--- config.mk ---
export PLATFORM = sky130hd
export DESIGN_NAME = cmdbuf_top
export DESIGN_NICKNAME = d
export VERILOG_FILES = /design/src/rtl/cmdbuf_pkg.sv /design/src/rtl/cmdbuf_decode.sv /design/src/rtl/cmdbuf_route.sv /design/src/rtl/cmdbuf_stage.sv /design/src/rtl/cmdbuf_top.sv
export SDC_FILE = /design/constraint.sdc
export NUM_CORES = 1
export LEC_CHECK = 0
export ABC_AREA = 0
export BUFFER_PORTS_ARGS = -buffer_cell sky130_fd_sc_hd__buf_2
export CAP_MARGIN = 10
export CORE_UTILIZATION = 45
export CTS_BUF_LIST = sky130_fd_sc_hd__clkbuf_4 sky130_fd_sc_hd__clkbuf_8 sky130_fd_sc_hd__clkbuf_16
export CTS_CLUSTER_SIZE = 40
export DETAILED_ROUTE_END_ITERATION = 10
export HOLD_SLACK_MARGIN = 0.12
export PLACE_DENSITY = 0.76
export SETUP_SLACK_MARGIN = 0.3
export SYNTH_ARGS = -nofsm -noshare
export SYNTH_HDL_FRONTEND = slang
export SYNTH_SLANG_ARGS = --single-unit
--- constraint.sdc ---
create_clock -name clk -period 0.8 [get_ports clk]
set_input_delay 0.12 -clock clk [delete_from_list [all_inputs] [get_ports clk]]
set_output_delay 0.12 -clock clk [all_outputs]
set_load 0.01 [all_outputs]
--- src/rtl/cmdbuf_pkg.sv ---
package cmdbuf_pkg;

  typedef enum logic [1:0] {
    LAYOUT_WIDE   = 2'd0,
    LAYOUT_PAIR_A = 2'd1,
    LAYOUT_PAIR_B = 2'd2
  } layout_e;

  function automatic layout_e decode_layout(input logic [1:0] cfg_in);
    if (!cfg_in[0])     return LAYOUT_WIDE;
    else if (cfg_in[1]) return LAYOUT_PAIR_B;
    else                return LAYOUT_PAIR_A;
  endfunction

endpackage

--- src/rtl/cmdbuf_decode.sv ---
module cmdbuf_decode
  import cmdbuf_pkg::*;
(
  input  logic [1:0] cfg,
  input  logic [1:0] cs_n,
  output layout_e    layout,
  output logic       capture
);
  always_comb begin
    layout  = decode_layout(cfg);
    capture = ~(&cs_n);
  end
endmodule

--- src/rtl/cmdbuf_route.sv ---
module cmdbuf_route
  import cmdbuf_pkg::*;
#(
  parameter int WIDE_W   = 25,
  parameter int NARROW_W = 14
) (
  input  layout_e                  layout,
  input  logic [WIDE_W-1:0]        d,
  output logic [((WIDE_W > 2*NARROW_W) ? WIDE_W : 2*NARROW_W)-1:0] nxt
);
  localparam int OUT_W  = (WIDE_W > 2*NARROW_W) ? WIDE_W : 2*NARROW_W;
  localparam int B_BASE = WIDE_W - NARROW_W;

  for (genvar g = 0; g < OUT_W; g++) begin : g_bit
    logic wide_bit;
    logic pair_a_bit;
    logic pair_b_bit;

    if (g < WIDE_W) begin : g_wide
      assign wide_bit = d[g];
    end else begin : g_wide_pad
      assign wide_bit = 1'b0;
    end

    if (g < 2*NARROW_W) begin : g_pair
      assign pair_a_bit = d[g % NARROW_W];
      assign pair_b_bit = d[B_BASE + (g % NARROW_W)];
    end else begin : g_pair_pad
      assign pair_a_bit = 1'b0;
      assign pair_b_bit = 1'b0;
    end

    always_comb begin
      unique case (layout)
        LAYOUT_PAIR_A: nxt[g] = pair_a_bit;
        LAYOUT_PAIR_B: nxt[g] = pair_b_bit;
        default:       nxt[g] = wide_bit;
      endcase
    end
  end
endmodule

--- src/rtl/cmdbuf_stage.sv ---
module cmdbuf_stage #(
  parameter int W = 28
) (
  input  logic         clk,
  input  logic         rst_n,
  input  logic         en,
  input  logic [W-1:0] nxt,
  output logic [W-1:0] q
);
  always_ff @(posedge clk or negedge rst_n) begin
    if (!rst_n)  q <= '0;
    else if (en) q <= nxt;
  end
endmodule

--- src/rtl/cmdbuf_top.sv ---
module cmdbuf_top
  import cmdbuf_pkg::*;
#(
  parameter int WIDE_W   = 25,
  parameter int NARROW_W = 14,
  localparam int OUT_W   = (WIDE_W > 2*NARROW_W) ? WIDE_W : 2*NARROW_W
) (
  input  logic              clk,
  input  logic              rst_n,
  input  logic [1:0]        cfg,
  input  logic [1:0]        cs_n,
  input  logic [WIDE_W-1:0] d,
  output logic [OUT_W-1:0]  q
);
  layout_e            layout;
  logic               capture;
  logic [OUT_W-1:0]   nxt;

  cmdbuf_decode u_decode (
    .cfg     (cfg),
    .cs_n    (cs_n),
    .layout  (layout),
    .capture (capture)
  );

  cmdbuf_route #(.WIDE_W(WIDE_W), .NARROW_W(NARROW_W)) u_route (
    .layout (layout),
    .d      (d),
    .nxt    (nxt)
  );

  cmdbuf_stage #(.W(OUT_W)) u_stage (
    .clk   (clk),
    .rst_n (rst_n),
    .en    (capture),
    .nxt   (nxt),
    .q     (q)
  );
endmodule

==> results.md <==
- Failing checks: setup timing
- Initial antenna violation count: 0
- CTS tree: built
- Comb pwr share: 29.9%
- Sw Share: 27.9%
- Syn-to-layout area delta: 55.2%
- RSZ-0062 raised after global routing: true
- Via count: approximately 1400
- Most flops, register: u_stage.q
- Post-route cell area: ~2200 µm²
- Clock root cell: clkbuf_4
- Mean post-synth cell area: 10.1 µm²
- Critical path buffers and inverters: 1
- Pins Over Slew Limit: 0
- LEAKAGE: about 0.0012 µW
- Die Height: 58.4 µm
- Peak Freq: about 960 MHz
- Syn nets: 173
- Gpl congestion: 0.798
- Period minus WS final: approximately 1.0 ns
- Post-Syn Area: between 1000 and 1500 µm²
- CTS Buf Count: 3
- Antenna Cells: 0
- H-tree levels: 1
- Vias in the first global route: 1344
- Slew HR: between 80% and 90%
- Yosys reg bits: 28
- Post-Layout Cell Count: between 200 and 300
- Total number of yosys warnings: 0
- Critical path type: flip-flop to output pin
- Clock sink count: 28
- Worst path slowest cell: dfrtp_1
- Crit path cell chain: buf_2
- Die Area: 3410 µm²
- CP required: a little under 0.7 ns
- Hold Crit Class: primary input to flip-flop
- Sw Pwr: 1030 µW
- Slowest Stage Delay on Critical Path: roughly 0.43 ns
- Die Wd: 58.4 µm
- Part of the Yosys area used for sequential elements: 48.9%
- Worst-Margin Slew: slightly below 0.3 ns
- Clock power share: 25.5%
- Critical path arrival: 0.92 ns
- Share of power burned in registers: 44.6%
- PnR worst setup slack: -0.241 ns
- Crit path capture type: output pin
- Setup Viol. Count Final: 34
- GRT Total Usage: 23.1%
- # DRC: 0
- Internal: ~2700 µW
- Clock Latency Late Sink: 0.33 ns
- IO Pins: between 50 and 60
- Clock Skews: 0 ns
- Crit path max-delay family: flip-flops
- CTS max path bufs: 2
- Number of flip-flops under the largest register name: 28
- Grt ovf: 0
- Worst-path clk slew: between 0.15 and 0.2 ns
- Max-cap viol count: 0
- Port Buffers: slightly below 60
- Num rows: 20
- Library cells used by synthesis: 17
- Top Registers: u_stage.q (28)
- DR WL/cell: around 14 µm
- Initial core utilization: 47.3%
- Core ar.: between 3000 and 4000 µm²
- Dpl hpwl: between 2000 and 3000 µm
- Overall Power: 3700 µW
- Area after DPL: between 1500 and 2000 µm²
- Final WL: approximately 3900 µm
- Maximum fanout along the worst path: 2
- Startpoint types: flip-flop
- Share of layout cells above drive strength 1: between 50% and 60%
- Cells after synthesis: ~140
- Number of DRC markers in iteration 0: 26
- Status: finished with violations
- First-pass GRT wire length: between 5000 and 6000 µm
- DR vias/cell: between 5 and 6
- Antenna Nets Post-Route: 0
- Dpl cells: between 200 and 250
- Power per standard cell area: 1660 nW/µm²
- Maximum vdd drop: around 0.97 mV
- Nets@finish: ~260
- Maximum number of pins on one net before global-route repair: 29
- Final hold violation count: 0
- # hold bufs at CTS: 1
- 1st-pass router iterations: 4
- Tcrit/Tclk final: 130%
[path summary, 6_finish.rpt]
| check | cells past startpoint | start | to | slack, ns |
|---|---|---|---|---|
| max | 1 | u_stage.q[9] | q[9] | -0.24 |
| min | 3 | d[8] | u_stage.q[8] | 0.03 |
| max reg2reg | 4 | u_stage.q[9] | u_stage.q[9] | -0.06 |
| min reg2reg | 2 | u_stage.q[1] | u_stage.q[1] | 0.50 |
| max in group asynchronous | 3 | rst_n | u_stage.q[0] | 0.40 |
| min in group asynchronous | 3 | rst_n | u_stage.q[27] | 0.24 |
[power by group through the flow]
stage / Sequential [µW] / Clock [µW] / Combinational (µW)
global route: 1660 / 1020 / 1200
CTS: 1640 / 963 / 917
finish: 1650 / 944 / 1110
global placement: 1660 / 0 / 796
floorplan: 1740 / 0 / 387
detailed placement: 1670 / 0 / 814
[per-layer routing]
metal  share of wire (%)  track usage, %
met1                  42            28.8
met2                  50            38.8
met3                 5.6            3.96
met4                 2.4            11.6
met5                   0               0
[layout by cell type, fill, tap and decap left out]
cell,netlist,routed
nand3_1,3,3
o21ai_2,0,2
dfrtp_1,28,28
nand2_8,0,1
o21ai_1,0,12
nor2_4,0,2
clkbuf_4,0,3
buf_2,5,58
buf_6,2,15
nor2_1,14,8
nor2_2,0,4
bufinv_16,0,1
a31oi_1,6,6
buf_12,1,4
dlygate4sd3_1,0,1
and2_4,0,1
nand2_1,19,14
nor2b_1,2,2
mux2i_1,25,25
nand2_2,1,5
a21o_1,8,8
buf_4,0,18
and2b_1,1,1
a211oi_1,8,4
a211oi_2,0,4
[worst reg2reg max path, stage by stage, from the launching register on]
cell	delay [ns]
dfrtp_1	0.43
buf_6	0.12
buf_6	0.11
nor2_4	0.06
a31oi_1	0.04
[cell type report]
type	instances	area (µm²)
clock buffers	3	22.5
flip-flops and latches	28	701
repair buffers	96	684
well taps	44	55.1
fillers	227	805
multi-input cells	102	731
clock inverters	1	30.0
[through the flow]
| step | utilization [%] | hold slack, ns | TNS, ns | worst slack [ns] |
|---|---|---|---|---|
| 4_1_cts | 67.1 | 0.0318 | -5.96 | -0.237 |
| 6_report | 73.4 | 0.0336 | -6.14 | -0.241 |
| 2_1_floorplan | - | -0.176 | -0.537 | -0.0549 |
| 3_3_place_gp | 61.9 | 0.0764 | -4.26 | -0.202 |
| 5_1_grt | 73.4 | 0.0426 | -7.38 | -0.268 |
| 3_5_place_dp | 61.9 | 0.0791 | -5.05 | -0.262 |
[cells in the mapped netlist]
cell / instances / share of area, %
dfrtp_1: 28 / 49
mux2i_1: 25 / 17
nand2_1: 19 / 5.0
nor2_1: 14 / 3.7
o21ai_0: 14 / 4.9
a211oi_1: 8 / 4.2
a21o_1: 8 / 4.2
a31oi_1: 6 / 2.6
buf_2: 5 / 1.7
clkbuf_1: 4 / 1.0
nand3_1: 3 / 1.0
buf_6: 2 / 1.6
nor2b_1: 2 / 0.87
and2_1: 1 / 0.44
and2b_1: 1 / 0.52
buf_12: 1 / 1.4
nand2_2: 1 / 0.44
[kinds of logic (layout without fill, tap and decap cells)]
kind of cell,after synthesis,count (layout),share of synthesized area (%)
AO/OA/AOI/OAI,36,36,15.9
buffers and inverters,12,100,5.76
flip-flops,28,28,48.9
multiplexers,25,25,17.5
AND/OR/NAND/NOR,41,41,12.0
[what timing repair did]
item | CTS | global route
gates cloned | 0 | 0
resized for setup | 8 | 26
setup buffers | 10 | 14
pin swaps | 8 | 2
setup endpoints to repair | 56 | 56
endpoints found under the hold margin | 47 | 17
Note: power is estimated with default switching activity, not from simulation.
